[src/rtl/pulse_acc.sv]
module pulse_acc #(
  parameter int CNT_W     = 16,
  parameter int PRESC_DIV = 64
) (
  input  logic       clk,
  input  logic       rst_n,
  input  logic       pin_in,
  input  logic       bus_wr,
  input  logic [1:0] bus_addr,
  input  logic [7:0] bus_wdata,
  output logic [7:0] bus_rdata,
  output logic       ovf_irq,
  output logic       edge_irq
);
  localparam int PRESC_W = $clog2(PRESC_DIV);
  localparam logic [PRESC_W-1:0] PRESC_LAST = PRESC_W'(PRESC_DIV - 1);
  localparam logic [CNT_W-1:0] CNT_MAX = '1;

  logic [6:0]         ctrl_q;
  logic               pin_meta, pin_sync, pin_prev;
  logic [PRESC_W-1:0] presc;
  logic [CNT_W-1:0]   count;
  logic               ovf_flag, in_flag;

  wire en      = ctrl_q[6];
  wire gated   = ctrl_q[5];
  wire pol     = ctrl_q[4];
  wire ovf_ie  = ctrl_q[1];
  wire in_ie   = ctrl_q[0];

  wire rise     = pin_sync & ~pin_prev;
  wire fall     = ~pin_sync & pin_prev;
  wire sel_edge = pol ? rise : fall;
  wire level_ok = pol ? ~pin_sync : pin_sync;
  wire tick     = en && (presc == PRESC_LAST);
  wire inc      = en && (gated ? (tick && level_ok) : sel_edge);

  wire ctrl_wr  = bus_wr && (bus_addr == 2'd0);
  wire flag_wr  = bus_wr && (bus_addr == 2'd1);
  wire hi_wr    = bus_wr && (bus_addr == 2'd2);
  wire lo_wr    = bus_wr && (bus_addr == 2'd3);
  wire cnt_wr   = hi_wr || lo_wr;

  wire in_set   = en && sel_edge;
  wire ovf_set  = inc && !cnt_wr && (count == CNT_MAX);
  wire in_clr   = flag_wr && bus_wdata[0];
  wire ovf_clr  = flag_wr && bus_wdata[1];

  always_ff @(posedge clk or negedge rst_n) begin
    if (!rst_n) ctrl_q <= '0;
    else if (ctrl_wr) ctrl_q <= bus_wdata[6:0];
  end

  always_ff @(posedge clk or negedge rst_n) begin
    if (!rst_n) begin
      pin_meta <= 1'b0;
      pin_sync <= 1'b0;
      pin_prev <= 1'b0;
    end else begin
      pin_meta <= pin_in;
      pin_sync <= pin_meta;
      pin_prev <= pin_sync;
    end
  end

  always_ff @(posedge clk or negedge rst_n) begin
    if (!rst_n) presc <= '0;
    else if (!en) presc <= '0;
    else presc <= presc + 1'b1;
  end

  always_ff @(posedge clk or negedge rst_n) begin
    if (!rst_n) count <= '0;
    else if (hi_wr) count[CNT_W-1 -: 8] <= bus_wdata;
    else if (lo_wr) count[7:0] <= bus_wdata;
    else if (inc) count <= count + 1'b1;
  end

  always_ff @(posedge clk or negedge rst_n) begin
    if (!rst_n) begin
      ovf_flag <= 1'b0;
      in_flag  <= 1'b0;
    end else begin
      ovf_flag <= (ovf_flag & ~ovf_clr) | ovf_set;
      in_flag  <= (in_flag & ~in_clr) | in_set;
    end
  end

  always_comb begin
    unique case (bus_addr)
      2'd0: bus_rdata = {1'b0, ctrl_q};
      2'd1: bus_rdata = {6'b0, ovf_flag, in_flag};
      2'd2: bus_rdata = count[CNT_W-1 -: 8];
      default: bus_rdata = count[7:0];
    endcase
  end

  assign ovf_irq  = ovf_flag & ovf_ie;
  assign edge_irq = in_flag & in_ie;
endmodule

[config.mk]
export PLATFORM = sky130hd
export DESIGN_NAME = pulse_acc
export DESIGN_NICKNAME = d
export VERILOG_FILES = /design/src/rtl/pulse_acc.sv
export SDC_FILE = /design/constraint.sdc
export NUM_CORES = 1
export LEC_CHECK = 0
export ABC_AREA = 1
export BUFFER_PORTS_ARGS = -buffer_cell sky130_fd_sc_hd__buf_2
export CELL_PAD_IN_SITES_DETAIL_PLACEMENT = 0
export CELL_PAD_IN_SITES_GLOBAL_PLACEMENT = 2
export CORE_MARGIN = 2
export CORE_UTILIZATION = 35
export DETAILED_ROUTE_END_ITERATION = 16
export PLACE_DENSITY = 0.88
export SYNTH_ARGS = -nofsm -noshare
export SYNTH_HDL_FRONTEND = slang
export SYNTH_SLANG_ARGS = --single-unit
[constraint.sdc]
create_clock -name clk -period 4 [get_ports clk]
set_input_delay 0.2 -clock clk [delete_from_list [all_inputs] [get_ports clk]]
set_output_delay 0.2 -clock clk [all_outputs]
set_load 0.01 [all_outputs]
-- Yosys cells after proc, flatten, opt, wreduce, memory -nomap -nowiden
Cells that the tools add are included.
- bits in registers: 34
- latch bits: 0
- memory bits (writable): 0
- ROM bits: 0
- logic and storage cells: 58
- memories: 0
- add/sub/neg operators: 2
- multipliers: 0
- divide/modulo/power cells: 0
- $lt $le $gt $ge: 0
- eq/ne operators: 6
- shifts and indexed selects: 0
- multiplexer cells: 9
- bitwise gates (word level): 13
- reductions and logical operators: 19
- operators by type and width (cell ; number):
    8-bit two-way mux ; 3
    8-bit one-hot mux with 3 select lines ; 1
    16-bit by 1-bit adder with 16-bit output (second input constant) ; 1
    16-bit == test (second input constant) ; 1
    16-bit two-way mux ; 1
    1-bit logical AND ; 12
    6-bit by 1-bit adder with 6-bit output (second input constant) ; 1
    1-bit bitwise AND ; 6
    6-bit == test (second input constant) ; 1
    6-bit two-way mux ; 1
    1-bit NOT ; 5
    2-bit == test (second input constant) ; 2
    2-bit AND reduction ; 2
    2-bit nonzero test ; 2
    1-bit two-way mux ; 3
    2-bit by 1-bit == test with 1-bit output (second input constant) ; 1
    2-bit logical NOT ; 1
    2-bit inequality test (second input constant) ; 1
    1-bit OR ; 2
    1-bit logical NOT ; 1
    1-bit logical OR ; 1

-- Depth between registers and ports, before layout
- depth after elaboration: 8
- depth in mapped cells: 10
- gate-level depth less buffers: 10

-- Worst setup path after synthesis
No wires, ideal clock.
- kind: register -> register
- start: register presc[0]
- end: register count[11]
- arrival time: 1.285 ns
- setup slack: 2.650 ns
- cell stages (with the launch flop): 9
- path buffers: 1
- period minus slack after synthesis: 1.350 ns
- cell sequence: dfrtp_1 ha_1 nand4_1 o21ai_2 nand2_1 nand2_2 buf_4 nand4_1 nand2_1
- cells in the longest elaborated chain, start to end: 7
- RTL lines (what ; RTL line ; RTL):
    start: declaration ; 21 ; logic [PRESC_W-1:0] presc;
    start signal: assignment ; 69 ; else presc <= presc + 1'b1;
    6-bit == test ; 35 ; wire tick = en && (presc == PRESC_LAST);
    1-bit logical AND ; 35 ;
    1-bit logical AND ; 36 ; wire inc = en && (gated ? (tick && level_ok) : sel_edge);
    1-bit two-way mux ; 36 ;
    1-bit logical AND ; 36 ;
    2-bit nonzero test (no source line) ; n/a ;
    2-bit AND reduction (no source line) ; n/a ;
    end signal: indexed assignment ; 74 ; else if (hi_wr) count[CNT_W-1 -: 8] <= bus_wdata;
    end signal: assignment ; 76 ; else if (inc) count <= count + 1'b1;
    end: declaration ; 22 ; logic [CNT_W-1:0] count;
Every way passes these cells.
A chain may end at the register's enable or synchronous reset.

-- Final worst setup path
- start: register presc[0]
- end: register count[7]
Same word-level chain as after synthesis.

==> results by group <==
Logic synthesis
  • Asr flop ratio synth: 1.00
  • Top cell type's share of synthesized area: 0.406
  • Number of synthesis warnings: 0
  • Syn avg cell area: just under 7 um2
  • Top post-synthesis cells by area: dfrtp_1 (41%), nand2_1 (19%), nand3_1 (8.4%)
  • Main synth FF type: dfrtp_1
  • Post-synth top area cell: dfrtp_1
  • Synth Cell Area: 2100 um2
  • Post-synth top cells: nand2_1 (104), inv_1 (36), nand3_1 (35)
  • Number of synthesized flops with an enable pin: 0
  • Most frequent cell after synthesis: nand2_1
  • Synthesized flop and latch total: 34
  • Syn Inst Count: a little over 300
  • Syn_nets: approximately 320
  • Synth cell types: 28
  • Register area share after synthesis: 0.406

Timing
  • # setup viols final: 0
  • Min cycle time layout: about 1800 ps
  • RSZ-0062 raised after global routing: no
  • Max Slew Vio Count: 0
  • Final count of hold timing violations: 9
  • Slew @ Worst Pin: 815 ps
  • Fmax: roughly 550 MHz
  • Final worst slack: 2190 ps
  • Worst Skew: ~4.6 ps
  • Rel. slew slack: 0.457
  • Final worst-path cycle share: 0.451
  • Hold WS: -7.92 ps
  • Final setup TNS: 0 ps

Routing
  • DR vias/cell: 5.07
  • DRT Wirelength: between 6 and 7 mm
  • 1st-iter DRT viols: approximately 170
  • Drt wl/cell: around 15 um
  • Post-DRT Antenna Nets: 0
  • DR vias: 2067
  • TritonRoute pass-1 iters: 4
  • Post-route DRC: 0

Global routing
  • Gr ovfl total: 0
  • Initial antenna violation count: 0
  • First-pass GRT wire length: 10.4 mm
  • Vias in the first global route: slightly below 2000
  • Pin count of the biggest net entering global routing: 35
  • GRT Resource Usage Total: 0.210

Clocking
  • Hold buffer count at CTS: 0
  • Root buf cell: clkbuf_8
  • CTS tree: done
  • CTS buffer count: 5
  • Clock sinks: 34
  • H-tree Lvls: 2
  • Post-CTS Setup Bufs: 0
  • Post_cts resized: 0
  • Clk_lat worst skew: ~290 ps
  • Maximum clock path buffer count: 2
  • Clk slew on worst S/H paths: ~80 ps

Worst setup path
  • CP Capture Type: register
  • Data required time at the worst endpoint: 4180 ps
  • FF-to-FF End: count[7]
  • FF-to-FF path depth: 8
  • CP startpoint kind: register
  • Crit path DAT: about 2000 ps
  • Reg2reg setup slack: about 2200 ps
  • Worst setup path start: presc[0]
  • R2r startpoint: presc[0]
  • CP max FO: 15
  • Crit Path Category: reg -> reg

Run status
  • Status: finished with violations
  • Failing checks: hold timing

Worst hold path
  • HP Class: in -> async

Place
  • Dpl ws: roughly 2200 ps
  • Post-DP HPWL: 4.44 mm
  • Placed Cells: 400
  • RePlAce Congestion: just under 0.9
  • I/O Buffers: 23
  • Post-DP Area: 2270 um2

Power
  • PwrDens: 491 nW/um2
  • Clock network power share: 0.238
  • Leakage: roughly 1.2 nW
  • Worst VDD drop: 0.211 mV
  • Switching share of total power: 0.400
  • Switching power: between 0.4 and 0.5 mW
  • Int Power: 0.697 mW
  • Part of the power in registers: 0.452
  • Combinational Power Share: 0.310

Run
  • MaxCap Viol Count: 0

Final layout
  • Non-Filler Instances: 408
  • Share of cells above drive strength 1: 0.129
  • Nets: between 300 and 400
  • Synth-to-layout area growth: 13.0%
  • Cell area after layout: 2370 um2
  • Ant diodes: 0

Die
  • Die Y: 81.4 um
  • Rows: 28
  • Die Wd: just over 80 um
  • Die area: between 6000 and 7000 um2
  • Effective utilization at floorplan: 0.358
  • Core ar.: 5850 um2
  • I/O pin total: 24
-- flip-flops by register name, indices dropped and copies added, names as in the netlist --
register / count
count: 16
ctrl_q: 7
in_flag: 1
ovf_flag: 1
pin_meta: 1
pin_prev: 1
pin_sync: 1
presc: 6
-- layer usage --
metal	GRT usage	vias up	part of all wire
li1	-	1059	-
met4	0.0729	0	0.021
met5	0	-	0
met2	0.319	48	0.45
met3	0.0300	9	0.042
met1	0.304	951	0.48
-- cells in the final DEF (no fill, tap or decap), drive strengths merged --
cell type,n
a31oi,2
buf,23
o21ai,29
nand3,35
o2111ai,1
and3,1
o211ai,2
nand4,8
and2,1
nor2,22
dfrtp,34
nand3b,1
o221ai,4
nor3,3
o22ai,2
or2,1
a21oi,6
ha,2
clkbuf,6
nand2,110
clkinvlp,1
clkinv,1
inv,38
-- worst max-delay path by stage --
stage / endpoint / slack, ps
floorplan: count[11] / 2650
global placement: count[9] / 2180
detailed placement: count[9] / 2160
CTS: count[7] / 2190
global route: count[1] / 1940
finish: count[7] / 2190
-- power by group through the flow --
stage	sequential, mW	clock [mW]	combinational, mW
final	0.526	0.276	0.361
after detailed placement	0.531	0	0.358
after floorplan	0.502	0	0.262
after global routing	0.540	0.299	0.418
after global placement	0.532	0	0.358
after CTS	0.525	0.284	0.360
-- kinds of logic (layout without fill, tap and decap cells) --
logic type / Yosys count / in the layout / synth area share
compound gates: 46 / 46 / 0.127
fa+ha+maj: 2 / 2 / 0.0119
buf+inv: 44 / 69 / 0.0830
flops: 34 / 34 / 0.406
simple gates: 182 / 182 / 0.372
-- critical path: stages, from the launching register on --
cell     delay (ps)
dfrtp_1         380
ha_1            190
nand4_1         140
o21ai_2         180
nand2_1         110
nand2_2         310
nand2_2         220
nand2_1         120
nand2_1          60
-- final cells by class --
cell class	instances	area, um2
fillers	631	3480
repair buffers	23	115
clock inverters	2	12.5
well taps	75	93.8
clock buffers	6	82.6
multi-input cells	230	1070
flip-flops and latches	34	851
inverters	38	143
-- per-stage QoR --
stage	utilization	power [mW]	hold WS [ps]
3_3_place_gp	0.389	0.890	310
2_1_floorplan	-	0.764	-95.6
5_1_grt	0.405	1.26	7.07
4_1_cts	0.405	1.17	3.51
6_report	0.405	1.16	-7.92
3_5_place_dp	0.389	0.889	313
Power figures use the tool's default switching activity.
